===== config.mk =====
export PLATFORM = sky130hd
export DESIGN_NAME = serclk_evt_counter
export DESIGN_NICKNAME = d
export VERILOG_FILES = /design/src/rtl/sce_pkg.sv /design/src/rtl/sce_edge_sync.sv /design/src/rtl/sce_evt_select.sv /design/src/rtl/sce_count_core.sv /design/src/rtl/sce_ovf_flag.sv /design/src/rtl/serclk_evt_counter.sv
export SDC_FILE = /design/constraint.sdc
export NUM_CORES = 1
export LEC_CHECK = 0
export ABC_CLOCK_PERIOD_IN_PS = 1700
export BUFFER_PORTS_ARGS = -buffer_cell sky130_fd_sc_hd__buf_4
export CORE_UTILIZATION = 29
export DETAILED_ROUTE_END_ITERATION = 10
export PLACE_DENSITY = 0.67
export SLEW_MARGIN = 15
export SYNTH_ARGS = -nofsm -noshare
export SYNTH_HDL_FRONTEND = slang
export SYNTH_HIERARCHICAL = 1
export SYNTH_SLANG_ARGS = --single-unit

===== constraint.sdc =====
create_clock -name clk -period 1.7 [get_ports clk]
set_input_delay 0.085 -clock clk [delete_from_list [all_inputs] [get_ports clk]]
set_output_delay 0.085 -clock clk [all_outputs]
set_load 0.005 [all_outputs]

===== src/rtl/sce_pkg.sv =====
package sce_pkg;

  typedef enum logic [1:0] {
    SRC_STROBE = 2'd0,
    SRC_TIMER  = 2'd1,
    SRC_EXT_A  = 2'd2,
    SRC_EXT_B  = 2'd3
  } src_sel_e;

  // next count value for a counter of the given width
  function automatic int unsigned cnt_next(int unsigned v, int unsigned w);
    return (v + 1) % (32'd1 << w);
  endfunction

  // true when the value is the last one before the wrap
  function automatic logic cnt_at_top(int unsigned v, int unsigned w);
    return v == ((32'd1 << w) - 1);
  endfunction

endpackage


===== src/rtl/sce_edge_sync.sv =====
module sce_edge_sync #(
  parameter int STAGES = 2
) (
  input  logic clk,
  input  logic rst_n,
  input  logic async_i,
  output logic edge_o
);
  localparam int LAST = STAGES - 1;

  logic [STAGES-1:0] sync_q;
  logic              prev_q;

  always_ff @(posedge clk or negedge rst_n) begin
    if (!rst_n) begin
      sync_q <= '0;
      prev_q <= 1'b0;
    end else begin
      sync_q <= {sync_q[STAGES-2:0], async_i};
      prev_q <= sync_q[LAST];
    end
  end

  // any change of level is an event: both edges count
  assign edge_o = sync_q[LAST] ^ prev_q;
endmodule


===== src/rtl/sce_evt_select.sv =====
module sce_evt_select
  import sce_pkg::*;
(
  input  src_sel_e sel_i,
  input  logic     sw_strobe_i,
  input  logic     tmr_ovf_i,
  input  logic     ext_edge_i,
  output logic     evt_o
);
  always_comb begin
    unique case (sel_i)
      SRC_STROBE:          evt_o = sw_strobe_i;
      SRC_TIMER:           evt_o = tmr_ovf_i;
      SRC_EXT_A, SRC_EXT_B: evt_o = ext_edge_i;
      default:             evt_o = 1'b0;
    endcase
  end
endmodule


===== src/rtl/sce_count_core.sv =====
module sce_count_core
  import sce_pkg::*;
#(
  parameter int CNT_W = 4
) (
  input  logic             clk,
  input  logic             rst_n,
  input  logic             evt_i,
  input  logic             wr_i,
  input  logic [CNT_W-1:0] wdata_i,
  output logic [CNT_W-1:0] cnt_o,
  output logic             wrap_o,
  output logic             carry_o
);
  logic [CNT_W-1:0] cnt_q;
  logic [CNT_W-1:0] cnt_inc;
  logic             carry_q;
  logic             step;

  assign step    = evt_i && !wr_i;
  assign cnt_inc = CNT_W'(cnt_next(int'(cnt_q), CNT_W));
  assign wrap_o  = step && cnt_at_top(int'(cnt_q), CNT_W);

  always_ff @(posedge clk or negedge rst_n) begin
    if (!rst_n) begin
      cnt_q   <= '0;
      carry_q <= 1'b0;
    end else begin
      carry_q <= wrap_o;
      if (wr_i)      cnt_q <= wdata_i;
      else if (step) cnt_q <= cnt_inc;
    end
  end

  assign cnt_o   = cnt_q;
  assign carry_o = carry_q;
endmodule


===== src/rtl/sce_ovf_flag.sv =====
module sce_ovf_flag (
  input  logic clk,
  input  logic rst_n,
  input  logic set_i,
  input  logic clr_i,
  input  logic en_i,
  output logic flag_o,
  output logic irq_o
);
  logic flag_q;

  always_ff @(posedge clk or negedge rst_n) begin
    if (!rst_n)      flag_q <= 1'b0;
    else if (set_i)  flag_q <= 1'b1;
    else if (clr_i)  flag_q <= 1'b0;
  end

  assign flag_o = flag_q;
  assign irq_o  = flag_q & en_i;
endmodule


===== src/rtl/serclk_evt_counter.sv =====
module serclk_evt_counter
  import sce_pkg::*;
#(
  parameter int CNT_W       = 4,
  parameter int SYNC_STAGES = 2
) (
  input  logic             clk,
  input  logic             rst_n,
  input  logic [1:0]       src_sel_i,
  input  logic             sw_strobe_i,
  input  logic             tmr_ovf_i,
  input  logic             ext_clk_i,
  input  logic             cnt_wr_i,
  input  logic [CNT_W-1:0] cnt_wdata_i,
  input  logic             flag_clr_i,
  input  logic             irq_en_i,
  output logic [CNT_W-1:0] cnt_o,
  output logic             flag_o,
  output logic             irq_o,
  output logic             carry_o
);
  // named internal events, observed by the checker
  logic ext_edge;
  logic count_evt;
  logic wrap_evt;

  sce_edge_sync #(.STAGES(SYNC_STAGES)) sync_i (
    .clk(clk), .rst_n(rst_n), .async_i(ext_clk_i), .edge_o(ext_edge)
  );

  sce_evt_select sel_i (
    .sel_i(src_sel_e'(src_sel_i)), .sw_strobe_i(sw_strobe_i),
    .tmr_ovf_i(tmr_ovf_i), .ext_edge_i(ext_edge), .evt_o(count_evt)
  );

  sce_count_core #(.CNT_W(CNT_W)) core_i (
    .clk(clk), .rst_n(rst_n), .evt_i(count_evt), .wr_i(cnt_wr_i),
    .wdata_i(cnt_wdata_i), .cnt_o(cnt_o), .wrap_o(wrap_evt), .carry_o(carry_o)
  );

  sce_ovf_flag flag_i (
    .clk(clk), .rst_n(rst_n), .set_i(wrap_evt), .clr_i(flag_clr_i),
    .en_i(irq_en_i), .flag_o(flag_o), .irq_o(irq_o)
  );
endmodule


Word level (Yosys, flattened, before mapping)
Index checks and enable logic that the tools add are counted.
W data, S select, Z words.
{"block": "classes", "n_addsub": 1, "n_eq_ne": 4, "mux": 5, "bitwise": 2, "reduce_logical": 7}
{"operator": "$mux W4", "count": 2}
{"operator": "$add A4 B1 Y4 const B", "count": 1}
{"operator": "$eq A2 B2 Y1 const B", "count": 2}
{"operator": "$eq A4 B4 Y1 const B", "count": 1}
{"operator": "$reduce_bool A2 Y1", "count": 2}
{"operator": "$pmux W1 S3", "count": 1}
{"operator": "$eq A2 B1 Y1 const B", "count": 1}
{"operator": "$logic_and A1 B1 Y1", "count": 2}
{"operator": "$logic_not A2 Y1", "count": 1}
{"operator": "$mux W1", "count": 2}
{"operator": "$reduce_or A2 Y1", "count": 1}
{"operator": "$and A1 B1 Y1", "count": 1}
{"operator": "$logic_not A1 Y1", "count": 1}
{"operator": "$xor A1 B1 Y1", "count": 1}
{"block": "totals", "regBits": 9, "elab_cells": 24}

Depth between registers and ports, before layout
{"block": "logic_depth", "ltp_word": 6, "ltp_mapped": 6, "ltp_nobuf": 6}

Modules after synthesis
Netlist, hierarchy kept.
{"mod": "sce_count_core", "instances": 1, "cells_each": 22, "area_each_um2": 240.2, "seq_area_each_um2": 125.1}
{"mod": "sce_edge_sync", "instances": 1, "cells_each": 4, "area_each_um2": 83.8, "seq_area_each_um2": 75.1}
{"mod": "sce_ovf_flag", "instances": 1, "cells_each": 4, "area_each_um2": 42.5, "seq_area_each_um2": 25.0}
{"mod": "sce_evt_select", "instances": 1, "cells_each": 3, "area_each_um2": 18.8, "seq_area_each_um2": 0.0}

Worst setup path before layout
Ideal clock, no wire load.
{"block": "synth_timing", "kind": "reg2reg", "start": "register sync_i.prev_q", "end": "register core_i.cnt_q[3] (netlist: core_i/cnt_o[3])", "arrival_time_ps": 1248, "required_time_ps": 1575, "slack_ps": 328, "path_stages_with_launch": 7, "period_less_slack_ps": 1372, "cell_sequence": "dfrtp_1 xor2_1 nand2_1 o21ai_1 nand4_2 xnor2_1 mux2_2"}
{"block": "synth_via", "elab_chain_len": 4}
{"item": "start, declared", "line": "sce_edge_sync.sv:12", "source": "logic prev_q;"}
{"item": "start signal, assigned", "line": "sce_edge_sync.sv:20", "source": "prev_q <= sync_q[LAST];"}
{"item": "$xor A1 B1 Y1", "line": "sce_edge_sync.sv:25", "source": "assign edge_o = sync_q[LAST] ^ prev_q;"}
{"item": "via ext_edge", "line": "serclk_evt_counter.sv:23", "source": "logic ext_edge;"}
{"item": "$pmux W1 S3", "line": "sce_evt_select.sv:11", "source": "unique case (sel_i)"}
{"item": "via count_evt", "line": "serclk_evt_counter.sv:24", "source": "logic count_evt;"}
{"item": "$logic_and A1 B1 Y1", "line": "sce_count_core.sv:20", "source": "assign step = evt_i && !wr_i;"}
{"item": "$reduce_bool A2 Y1 (no line)"}
{"item": "end signal, assigned", "line": "sce_count_core.sv:30", "source": "if (wr_i) cnt_q <= wdata_i;"}
{"item": "end signal, assigned", "line": "sce_count_core.sv:31", "source": "else if (step) cnt_q <= cnt_inc;"}
{"item": "end, declared", "line": "sce_count_core.sv:15", "source": "logic [CNT_W-1:0] cnt_q;"}
The timed path passes the listed nets, and every way through them passes these cells.
A chain may end at the register's enable or synchronous reset.

Final worst setup path
{"block": "layout_timing", "start": "register sync_i.sync_q[1]", "end": "register core_i.cnt_q[3] (netlist: core_i/cnt_o[3])"}
{"block": "layout_via", "elab_chain_len": 4}
{"item": "start, declared", "line": "sce_edge_sync.sv:11", "source": "logic [STAGES-1:0] sync_q;"}
{"item": "start signal, assigned", "line": "sce_edge_sync.sv:19", "source": "sync_q <= {sync_q[STAGES-2:0], async_i};"}
{"item": "$xor A1 B1 Y1", "line": "sce_edge_sync.sv:25"}
{"item": "via ext_edge", "line": "serclk_evt_counter.sv:23"}
{"item": "$pmux W1 S3", "line": "sce_evt_select.sv:11"}
{"item": "via count_evt", "line": "serclk_evt_counter.sv:24"}
{"item": "$logic_and A1 B1 Y1", "line": "sce_count_core.sv:20"}
{"item": "$reduce_bool A2 Y1 (no line)"}
The timed path passes the listed nets, and every way through them passes these cells.

==> metrics.md <==
| Metric | Value |
|---|---|
| Outcome | finished, final reports clean |
| Post-synth EDFFs | 0 |
| Net count after synthesis | 48 |
| Diodes inserted | 0 |
| Final hold viol count | 0 |
| Clock sink count | 9 |
| Layout area overhead | 54.5% |
| Syn Area/Cell | ~12 um2 |
| CP delay by family, top | flip-flops |
| Starting Density | around 33% |
| CTS Buf Count | 3 |
| Critical path arrival | 1590 ps |
| Cell count after synthesis | 33 |
| Hold slack final | 39.0 ps |
| H-tree levels | 1 |
| Site Rows | 12 |
| Power Dens Cells | 860 mW/mm2 |
| CP required | around 1800 ps |
| DR DRC count | 0 |
| Post-synth top flop | dfrtp_1 |
| Fillers | about 110 |
| Die area | around 0.0015 mm2 |
| Period minus WS final | about 1500 ps |
| DR vias/cell | between 4 and 5 |
| Clk_lat worst skew | 250 ps |
| Die Width | about 38 um |
| Leading area contributor after synthesis | dfrtp_1 |
| Post-Place Worst Slack | 247 ps |
| CP Class | reg -> reg |
| Clk pwr share | roughly 31% |
| Congestion Overflow GR | 0 |
| Clock Tree Buf Depth | 2 |
| IO Port Bufs | 20 |
| Ranking of synthesized cells by area | dfrtp_1, nand2_1, mux2i_1, xnor2_1, xor2_1 |
| Most common cell in the netlist | dfrtp_1 |
| Post-DP HPWL | roughly 530 um |
| Slowest stage delay, CP | between 300 and 400 ps |
| Max Cap Viol | 0 |
| Final-report max-slew violation count | 0 |
| Comb pwr share | between 20 and 25% |
| Critical-path maximum fanout | 4 |
| Post-CTS setup buffer count | 0 |
| Synth Register Bits | 9 |
| Post-CTS resize count | 0 |
| Final Setup Violations | 0 |
| Leakage | 0.000310 uW |
| Slew of the pin with the lowest slew margin | 385 ps |
| Routed via count | between 300 and 400 |
| Core area | approximately 0.0012 mm2 |
| First-pass DRT Iterations | 2 |
| DR WL/cell | 9.47 um |
| Sequential power share | between 40% and 50% |
| ANT nets after route | 0 |
| Slowest-stage cell, CP | dfrtp_1 |
| Warnings from Yosys | 6 |
| Worst-path cell chain | xor2_1 -> nand2_1 -> o21ai_1 -> nand4_2 -> xnor2_1 -> mux2_2 |
| Tcrit/Tclk final | 85.4% |
| CP startpoint kind | flip-flop |
| Buf/Inv on CP | 0 |
| FFs w/ async S/R, synth | 100% |
| Area of the multi-input gates | about 150 um2 |
| Sequential area share after synthesis | about three fifths |
| Setup Skew | ~3.9 ps |
| I/O pins | 21 |
| Initial DRC Count | 1 |
| Fmax | a little under 700 MHz |
| First-pass GRT wire length | 1150 um |
| Post-synth top cells | dfrtp_1, nand2_1 |
| Unique masters post-synth | 15 |
| Final WL | around 700 um |
| Internal power | ~390 uW |
| Synthesized area | just under 400 um2 |
| TritonCTS clock tree | built |
| Worst setup margin | approximately 250 ps |
| Nets@finish | between 70 and 80 |
| Max_slew headroom | ~74% |
| Root Driver | clkbuf_4 |
| Number of global-route vias before repair | 282 |
| Fin Setup TNS | 0 ps |
| Clock transition at path regs | 60 ps |
| Register area | between 200 and 250 um2 |
| Initial antenna violation count | 0 |
| Layout cells sized above 1 | 43.1% |
| Maximum VDD drop | roughly 0.00045 V |
| Sw frac | about 24% |
| Largest net degree at the start of global routing | 10 |
| Hold Crit Class | in -> reg |
| RSZ-0062 raised after global routing | false |
| Worst reg2reg setup slack | 250 ps |
| Psw | ~120 uW |
| GRT Overall Usage | 11.9% |
| Die Y | 38.5 um |
| RD Place Congestion | ~0.74 |
| Top cell type's share of synthesized area | about 60% |
| Setup crit end kind | flip-flop |
==> layer usage <==
layer,vias to the layer above,routed length (um),track usage [%]
li1,161,-,-
met5,-,0,0
met4,0,0,7.76
met3,0,46,3.49
met1,150,297,15.2
met2,9,338,17.4
==> path summary, 6_finish.rpt <==
kind,from,endpoint,cells after the start
max,sync_i/sync_q[1]$_DFF_PN0_,core_i/cnt_o[3]$_DFFE_PN0P_,6
min reg2reg,sync_i/sync_q[0]$_DFF_PN0_,sync_i/sync_q[1]$_DFF_PN0_,0
max reg2reg,sync_i/sync_q[1]$_DFF_PN0_,core_i/cnt_o[3]$_DFFE_PN0P_,6
min in group asynchronous,rst_n,core_i/cnt_o[2]$_DFFE_PN0P_,2
min,cnt_wdata_i[1],core_i/cnt_o[1]$_DFFE_PN0P_,3
max in group asynchronous,rst_n,sync_i/sync_q[1]$_DFF_PN0_,2
==> logic make-up (layout without fill, tap and decap cells) <==
family	count (synthesis)	count (layout)	share of synthesized area (%)
XOR/XNOR	4	4	9.09
AND/OR/NAND/NOR	9	9	12.0
AO/OA/AOI/OAI	5	5	7.14
multiplexers	3	3	8.12
flip-flops	9	9	58.4
buffers and inverters	2	27	1.95
adder cells (fa/ha/maj)	1	1	3.25
==> worst register-to-register path, stage by stage, from the launching register on <==
cell	delay [ps]
dfrtp_1	380
xor2_1	130
nand2_1	60
o21ai_1	210
nand4_2	160
xnor2_1	150
mux2_2	250
==> power groups by stage <==
stage               Combinational [uW]  Clock, uW  Sequential (uW)
finish                             104        156              252
global route                       119        180              255
CTS                                106        166              252
detailed placement                 101          0              256
global placement                  99.5          0              256
floorplan                         43.1          0              256
==> placed cells by master (no fill, tap or decap), types with 2 or more instances in the layout <==
cell / count
nand2_1: 6
o21ai_0: 2
o21ai_1: 2
clkbuf_4: 3
mux2i_1: 2
buf_4: 20
xnor2_1: 2
dlygate4sd3_1: 2
xor2_1: 2
dfrtp_1: 9
==> sequential cells by signal, indices dropped and copies added (netlist names) <==
signal          count
core_i/cnt_o        4
core_i/carry_o      1
sync_i/prev_q       1
flag_i/flag_o       1
sync_i/sync_q       2
==> final cells by class <==
type                            instances  share of cell area (%)
Sequential cell                         9                    37.8
Timing Repair Buffer                   22                    28.6
Multi-Input combinational cell         22                    25.6
Clock buffer                            4                    4.41
Tap cell                               14                    2.94
Inverter                                1                   0.630
==> through the flow <==
stage               util, %  total power, uW  instances  instance area, um2
floorplan                 -              299         33                 385
global placement       46.9              355         66                 549
detailed placement     46.9              357         66                 549
CTS                    50.9              524         72                 596
global route           50.9              554         72                 596
finish                 50.9              512         72                 596
==> repair_timing <==
item                       4_1_cts  5_1_grt
hold endpoints to repair        10        0
hold buffers                     2        0
setup endpoints to repair        0        0
Note: power is estimated with default switching activity, not from simulation.
